[src/rtl/drc_pkg.sv]
package drc_pkg;

    typedef enum logic [2:0] {
        ST_IDLE,
        ST_ROW,
        ST_COL,
        ST_RROW,
        ST_RWB
    } seq_st_e;

    // Power-up content of a cell: {1, device, row, column}
    function automatic logic [7:0] fill_byte(int dev, int row, int col, int col_w);
        logic [7:0] v;
        v = 8'h80 | 8'(dev << 4) | 8'(row << col_w) | 8'(col);
        return v;
    endfunction

endpackage

[src/rtl/drc_ref_timer.sv]
module drc_ref_timer #(
    parameter int PERIOD = 1000
) (
    input  logic clk,
    input  logic rst_n,
    output logic tick
);
    localparam int CW = (PERIOD > 2) ? $clog2(PERIOD) : 1;

    typedef struct packed {
        logic [CW-1:0] cnt;
    } tmr_t;

    tmr_t tmr_d, tmr_q;

    always_comb begin
        tmr_d = tmr_q;
        tick  = (tmr_q.cnt == CW'(PERIOD - 1));
        if (tick) tmr_d.cnt = '0;
        else      tmr_d.cnt = tmr_q.cnt + 1'b1;
    end

    always_ff @(posedge clk) begin
        if (!rst_n) tmr_q <= '0;
        else        tmr_q <= tmr_d;
    end
endmodule

[src/rtl/drc_device.sv]
module drc_device
    import drc_pkg::*;
#(
    parameter int DEV_ID = 0,
    parameter int ROW_W  = 2,
    parameter int COL_W  = 2,
    parameter int DW     = 8
) (
    input  logic                                      clk,
    input  logic                                      rst_n,
    input  logic                                      row_stb,
    input  logic                                      col_stb,
    input  logic                                      wb_stb,
    input  logic [((ROW_W > COL_W) ? ROW_W : COL_W)-1:0] abus,
    output logic [DW-1:0]                             dq
);
    localparam int ROWS = 1 << ROW_W;
    localparam int COLS = 1 << COL_W;

    typedef logic [COLS-1:0][DW-1:0] row_t;

    typedef struct packed {
        row_t [ROWS-1:0]   arr;
        row_t              rbuf;
        logic [ROW_W-1:0]  open_row;
    } dev_t;

    dev_t dev_d, dev_q;

    always_comb begin
        dev_d = dev_q;
        if (row_stb) begin
            dev_d.rbuf     = dev_q.arr[abus[ROW_W-1:0]];
            dev_d.open_row = abus[ROW_W-1:0];
        end
        if (wb_stb) begin
            dev_d.arr[dev_q.open_row] = dev_q.rbuf;
        end
        dq = col_stb ? dev_q.rbuf[abus[COL_W-1:0]] : '0;
    end

    always_ff @(posedge clk) begin
        if (!rst_n) begin
            for (int r = 0; r < ROWS; r++) begin
                for (int c = 0; c < COLS; c++) begin
                    dev_q.arr[r][c] <= DW'(fill_byte(DEV_ID, r, c, COL_W));
                end
            end
            dev_q.rbuf     <= '0;
            dev_q.open_row <= '0;
        end else begin
            dev_q <= dev_d;
        end
    end
endmodule

[src/rtl/drc_seq.sv]
module drc_seq
    import drc_pkg::*;
#(
    parameter int ROW_W   = 2,
    parameter int COL_W   = 2,
    parameter int RAS_CYC = 2,
    parameter int CAS_CYC = 2
) (
    input  logic                                      clk,
    input  logic                                      rst_n,
    input  logic                                      req_valid,
    input  logic [ROW_W+COL_W-1:0]                    req_addr,
    output logic                                      req_ready,
    input  logic                                      ref_tick,
    output logic                                      row_stb,
    output logic                                      col_stb,
    output logic                                      wb_stb,
    output logic                                      cap_en,
    output logic [((ROW_W > COL_W) ? ROW_W : COL_W)-1:0] abus
);
    localparam int AW   = (ROW_W > COL_W) ? ROW_W : COL_W;
    localparam int MAXC = (RAS_CYC > CAS_CYC) ? RAS_CYC : CAS_CYC;
    localparam int CW   = (MAXC > 1) ? $clog2(MAXC) : 1;

    typedef struct packed {
        seq_st_e          st;
        logic [CW-1:0]    cnt;
        logic [ROW_W-1:0] row;
        logic [COL_W-1:0] col;
        logic [ROW_W-1:0] ref_row;
        logic             ref_pend;
    } seq_t;

    seq_t s_d, s_q;

    always_comb begin
        s_d = s_q;
        if (ref_tick) s_d.ref_pend = 1'b1;

        req_ready = (s_q.st == ST_IDLE) && !s_q.ref_pend;
        row_stb   = (s_q.st == ST_ROW) || (s_q.st == ST_RROW);
        col_stb   = (s_q.st == ST_COL);
        wb_stb    = (s_q.st == ST_RWB);
        cap_en    = (s_q.st == ST_COL) && (s_q.cnt == '0);

        unique case (s_q.st)
            ST_ROW:  abus = AW'(s_q.row);
            ST_COL:  abus = AW'(s_q.col);
            ST_RROW: abus = AW'(s_q.ref_row);
            default: abus = '0;
        endcase

        unique case (s_q.st)
            ST_IDLE: begin
                if (s_q.ref_pend) begin
                    s_d.st  = ST_RROW;
                    s_d.cnt = CW'(RAS_CYC - 1);
                end else if (req_valid) begin
                    s_d.row = req_addr[ROW_W+COL_W-1:COL_W];
                    s_d.col = req_addr[COL_W-1:0];
                    s_d.st  = ST_ROW;
                    s_d.cnt = CW'(RAS_CYC - 1);
                end
            end
            ST_ROW: begin
                if (s_q.cnt == '0) begin
                    s_d.st  = ST_COL;
                    s_d.cnt = CW'(CAS_CYC - 1);
                end else begin
                    s_d.cnt = s_q.cnt - 1'b1;
                end
            end
            ST_COL: begin
                if (s_q.cnt == '0) s_d.st  = ST_IDLE;
                else               s_d.cnt = s_q.cnt - 1'b1;
            end
            ST_RROW: begin
                if (s_q.cnt == '0) s_d.st  = ST_RWB;
                else               s_d.cnt = s_q.cnt - 1'b1;
            end
            ST_RWB: begin
                s_d.st       = ST_IDLE;
                s_d.ref_row  = s_q.ref_row + 1'b1;
                s_d.ref_pend = ref_tick;
            end
            default: s_d.st = ST_IDLE;
        endcase
    end

    always_ff @(posedge clk) begin
        if (!rst_n) begin
            s_q          <= '0;
            s_q.st       <= ST_IDLE;
        end else begin
            s_q <= s_d;
        end
    end
endmodule

[src/rtl/dram_rd_ctrl.sv]
module dram_rd_ctrl #(
    parameter int NDEV       = 8,
    parameter int DW         = 8,
    parameter int ROW_W      = 2,
    parameter int COL_W      = 2,
    parameter int RAS_CYC    = 2,
    parameter int CAS_CYC    = 2,
    parameter int REF_PERIOD = 1000
) (
    input  logic                                      clk,
    input  logic                                      rst_n,
    input  logic                                      req_valid,
    output logic                                      req_ready,
    input  logic [ROW_W+COL_W-1:0]                    req_addr,
    output logic                                      rd_done,
    output logic [NDEV*DW-1:0]                        rd_data,
    output logic                                      ras_o,
    output logic                                      cas_o,
    output logic [((ROW_W > COL_W) ? ROW_W : COL_W)-1:0] abus_o
);
    localparam int AW = (ROW_W > COL_W) ? ROW_W : COL_W;

    typedef struct packed {
        logic [NDEV*DW-1:0] data;
        logic               done;
    } out_t;

    out_t o_d, o_q;

    logic                     ref_tick;
    logic                     row_stb, col_stb, wb_stb, cap_en;
    logic [AW-1:0]            abus;
    logic [NDEV-1:0][DW-1:0]  dq_w;

    drc_ref_timer #(.PERIOD(REF_PERIOD)) u_tmr (
        .clk   (clk),
        .rst_n (rst_n),
        .tick  (ref_tick)
    );

    drc_seq #(
        .ROW_W   (ROW_W),
        .COL_W   (COL_W),
        .RAS_CYC (RAS_CYC),
        .CAS_CYC (CAS_CYC)
    ) u_seq (
        .clk       (clk),
        .rst_n     (rst_n),
        .req_valid (req_valid),
        .req_addr  (req_addr),
        .req_ready (req_ready),
        .ref_tick  (ref_tick),
        .row_stb   (row_stb),
        .col_stb   (col_stb),
        .wb_stb    (wb_stb),
        .cap_en    (cap_en),
        .abus      (abus)
    );

    for (genvar k = 0; k < NDEV; k++) begin : g_dev
        drc_device #(
            .DEV_ID (k),
            .ROW_W  (ROW_W),
            .COL_W  (COL_W),
            .DW     (DW)
        ) u_dev (
            .clk     (clk),
            .rst_n   (rst_n),
            .row_stb (row_stb),
            .col_stb (col_stb),
            .wb_stb  (wb_stb),
            .abus    (abus),
            .dq      (dq_w[k])
        );
    end

    always_comb begin
        o_d      = o_q;
        o_d.done = cap_en;
        if (cap_en) o_d.data = dq_w;
    end

    always_ff @(posedge clk) begin
        if (!rst_n) o_q <= '0;
        else        o_q <= o_d;
    end

    assign rd_done = o_q.done;
    assign rd_data = o_q.data;
    assign ras_o   = row_stb;
    assign cas_o   = col_stb;
    assign abus_o  = abus;
endmodule

[config.mk]
export PLATFORM = sky130hd
export DESIGN_NAME = dram_rd_ctrl
export DESIGN_NICKNAME = d
export VERILOG_FILES = /design/src/rtl/drc_pkg.sv /design/src/rtl/drc_ref_timer.sv /design/src/rtl/drc_device.sv /design/src/rtl/drc_seq.sv /design/src/rtl/dram_rd_ctrl.sv
export SDC_FILE = /design/constraint.sdc
export NUM_CORES = 2
export LEC_CHECK = 0
export ABC_AREA = 0
export BUFFER_PORTS_ARGS = -buffer_cell sky130_fd_sc_hd__buf_2
export CORE_MARGIN = 1.5
export CORE_UTILIZATION = 65
export DETAILED_ROUTE_END_ITERATION = 10
export PLACE_DENSITY = 0.85
export RECOVER_POWER = 100
export SLEW_MARGIN = 20
export SYNTH_ARGS = -nofsm -noshare
export SYNTH_HDL_FRONTEND = slang
export SYNTH_SLANG_ARGS = --single-unit
export TNS_END_PERCENT = 10
[constraint.sdc]
create_clock -name clk -period 4.7 [get_ports clk]
set_input_delay 0.47 -clock clk [delete_from_list [all_inputs] [get_ports clk]]
set_output_delay 0.47 -clock clk [all_outputs]
set_load 0.03 [all_outputs]
==> qor.txt <==
Launching point of the worst reg2reg path -> u_seq.s_q[10]
Setup repair after global routing missed its margin -> false
Reg2reg path depth -> 6
Syn nets -> 6,877
Post-synthesis area per instance -> 8.34 sq um
Last weighted congestion value of the routability-driven placer -> 0.772
IO Pins -> 77
Launch point of the critical path -> u_seq.s_q[10]
Number of buffers added on ports -> 76
Critical path arrival -> 4.94 ns
Count of warnings emitted by yosys -> 0
Drt via density -> 6.31
CORE AREA -> 0.0870 sq mm
Final critical-path required period -> 4.31 ns
Overall track demand over capacity in global routing -> 32.3%
Slowest library cell on the worst path -> nor3b_1
Wire length of the first global-routing pass -> 243,000 microns
Leading cell types in the layout, fill and taps excluded -> nand2_1 (2,015), dfxtp_1 (1,368), a211oi_1 (765)
Slew Limit Headroom -> -146%
Register bit count reported by yosys -> 1,368
Total clock buffers created by CTS -> 135
Total die area -> 0.0899 sq mm
Final global-route overflow total -> 0
Most common cell type on the critical path -> buf_12
Maximum buffer depth of the clock tree -> 3
Endpoint of the most critical setup path -> g_dev[1].u_dev.dev_q[114]
Count of unique library cells instantiated by Yosys -> 42
Total negative setup slack -> 0 ns
Maximum number of pins on one net before global-route repair -> 265
Final hold viol count -> 0
Synth-to-layout area growth -> 7.59%
Vias in the first global route -> 47,200
Max-cap viol count -> 12
Residual DRC -> 0
Cell accounting for the most synthesized area -> dfxtp_1
Diodes inserted -> 0
Height of the chip -> 300 microns
Required time reported for the critical path endpoint -> 5.33 ns
Post-DR wirelength/cell -> 19.3 microns
Register clock-pin slew on the reported worst setup and hold paths -> 0.06 ns
Number of instances resized during post-cts repair -> 0
Initial detailed-routing violation count -> 5,216
Summed instance area of the synthesized netlist -> 0.0573 sq mm
Insertion delay to the later sink of the worst-skew pair -> 0.75 ns
Clock tree root buffer cell -> clkbuf_16
Starting utilization of the core area -> 65.8%
Clock tree from TritonCTS -> yes
Total number of vias -> 49,100
Leakage component of the power -> 22.5 nW
Worst-path maximum fanout -> 54
Min-delay worst type -> primary input to flop
Setup Skew -> 0.0238 ns
Outcome -> finished, violations left
Count of clock tree sinks -> 1,368
Combinational share of power -> 5.4%
Maximum level of the CTS H-tree -> 4
Site row count -> 108
Max frequency -> 0.232 GHz
Number of iterations in the first detailed-routing pass -> 9
Clock network fraction of total power -> 44.2%
Detailed placement HPWL -> 72,000 microns
Portion of synthesized cell area occupied by the leading cell type -> 47.8%
Net switching fraction of the power -> 24.2%
Reg2reg end -> g_dev[1].u_dev.dev_q[114]
Most common cell after layout, fill and taps aside -> nand2_1
Cell internal power dissipation -> 18.4 mW
Fraction of the yosys area taken by sequential cells -> 47.8%
Nets -> 6,538
Initial antenna violation count -> 0
Final routed wirelength across all metal layers -> 150,000 microns
Post-route total power -> 24.2 mW
Mapped Cells -> 6,869
Largest cells by area after synthesis -> dfxtp_1 (48%), nand2_1 (13%), a211oi_1 (10%), mux2i_1 (6.8%), a21boi_0 (4.2%)
Reg2Reg Setup Slack -> 0.39 ns
FILL cells -> 6,446
Maximum vdd ir drop -> 0.000379 V
Power Density -> 393 mW/mm^2
Critical path launch point type -> flop
Number of max-slew violations in the final report -> 1,532
Die X -> 300 microns
Highest cell delay on the worst timing path -> 2.10 ns
Cells along the critical path -> or3b_1 -> nor3b_1 -> buf_12 -> buf_12 -> nand2_1 -> a21boi_0
Net switching power of the design -> 5.86 mW
Violated checks -> max-capacitance violations, max-slew violations
Count of endpoints failing setup in the final report -> 0
Final antenna-violating net count -> 0
Worst-Margin Slew -> 3.70 ns
Sequential Power Share -> 50.4%
Type of the setup path with the least slack -> flop to flop
Worst Setup End Kind -> flop
Part of the cycle the worst path needs -> 91.7%
Proportion of layout cells with a drive suffix above 1 -> 4.45%
## cell type report
type                    count  area (sq um)  share of cell area (%)
flip-flops and latches   1368         27400                    44.4
clock buffers             196          3880                    6.30
multi-input cells        4603         26200                    42.5
well taps                1155          1450                    2.35
repair buffers            163          1230                    1.99
inverters                 259           980                    1.59
clock inverters            40           490                   0.796
## state kept, by name, indices dropped and copies added (netlist names)
name and cells:
rd_data 64, u_seq.s_q 11, u_tmr.tmr_q 10, rd_done 1
g_dev.u_dev.dev_q 1282
## layer usage
layer  GRT usage, %  wire (microns)  up-vias  share of wire [%]
met3           4.34           11400      305                7.6
met4           12.0            4110        0                2.7
met2           55.9           73200     2122                 49
met1           41.1           61100    23700                 41
met5              0               0        -                  0
li1               -               -    23000                  -
## worst min path at each step
stage | startpoint | end | slack [ns] | cells after the start
after floorplan | u_tmr.tmr_q[0] | u_tmr.tmr_q[0] | 0.43 | 1
after global placement | g_dev[0].u_dev.dev_q[100] | g_dev[0].u_dev.dev_q[100] | 0.44 | 2
after detailed placement | g_dev[2].u_dev.dev_q[114] | g_dev[2].u_dev.dev_q[114] | 0.44 | 2
after CTS | req_addr[2] | u_seq.s_q[5] | 0.004 | 3
after global routing | req_addr[2] | u_seq.s_q[5] | 0.02 | 3
final | req_addr[2] | u_seq.s_q[5] | 0.03 | 3
## per-stage QoR
stage | instances | util, % | area, sq um | setup slack [ns] | hold slack (ns)
after global routing | 7784 | 70.8 | 61600 | 0.281 | 0.0239
after detailed placement | 7544 | 66.3 | 57700 | 1.44 | 0.445
after global placement | 7544 | 66.3 | 57700 | 1.52 | 0.439
after CTS | 7783 | 71.3 | 62100 | 0.696 | 0.00427
final | 7784 | 70.8 | 61600 | 0.392 | 0.0301
after floorplan | 6869 | - | 57300 | 2.17 | 0.430
## repair_timing
item,4_1_cts,5_1_grt
setup buffers,0,0
endpoints found under the hold margin,3,0
hold buffers,3,0
## cells by family (layout without fill, tap and decap cells)
group | after synthesis | after routing | share of synthesized area (%)
XOR/XNOR | 10 | 10 | 0.153
AO/OA/AOI/OAI | 1670 | 1670 | 20.9
buffers and inverters | 898 | 658 | 6.49
adder cells (fa/ha/maj) | 1 | 1 | 0.0218
flip-flops | 1368 | 1368 | 47.8
multiplexers | 388 | 388 | 6.79
AND/OR/NAND/NOR | 2534 | 2534 | 17.8
## synth_stat cells
master     count
o211ai_1     116
nor2b_1        4
nor3b_1        1
o21ai_0      258
nand3b_1       2
inv_1        258
nand3_1      471
a2111oi_0      2
or4_1          1
nor3_1         3
nand2b_1       3
or3b_1         1
o211a_1        1
and2_1         5
nand4_1        2
and4bb_1       1
a211oi_1     765
xor2_1         2
buf_4         38
nor3_2         1
a21boi_1     135
buf_1         12
inv_2          1
nand2_1     2017
o221ai_1      66
buf_6          1
a21boi_0     319
nor3b_2        2
nor4_1         1
a21oi_1        6
o221a_2        1
mux2_4         1
or3_1          1
buf_2        158
dfxtp_1     1368
and3_1         3
a21oi_4        1
xnor2_1        8
mux2i_1      387
ha_1           1
nor2_1        15
clkbuf_1     430
## power by group through the flow
stage	Combinational (mW)	Clock, mW	Sequential (mW)
6_report	1.31	10.7	12.2
4_1_cts	1.30	10.8	12.2
5_1_grt	1.40	11.3	12.3
3_3_place_gp	1.26	0	12.5
3_5_place_dp	1.29	0	12.5
2_1_floorplan	0.975	0	12.3
## critical path, delay by kind of cell (launching register included)
| family | cells | cell delay, ns |
|---|---|---|
| DFF | 1 | 0.53 |
| buffers and inverters | 2 | 0.61 |
| and+or+nand+nor | 3 | 2.77 |
| AOI/OAI and AO/OA | 1 | 0.22 |
No activity file was read; power rests on OpenSTA's default activity.
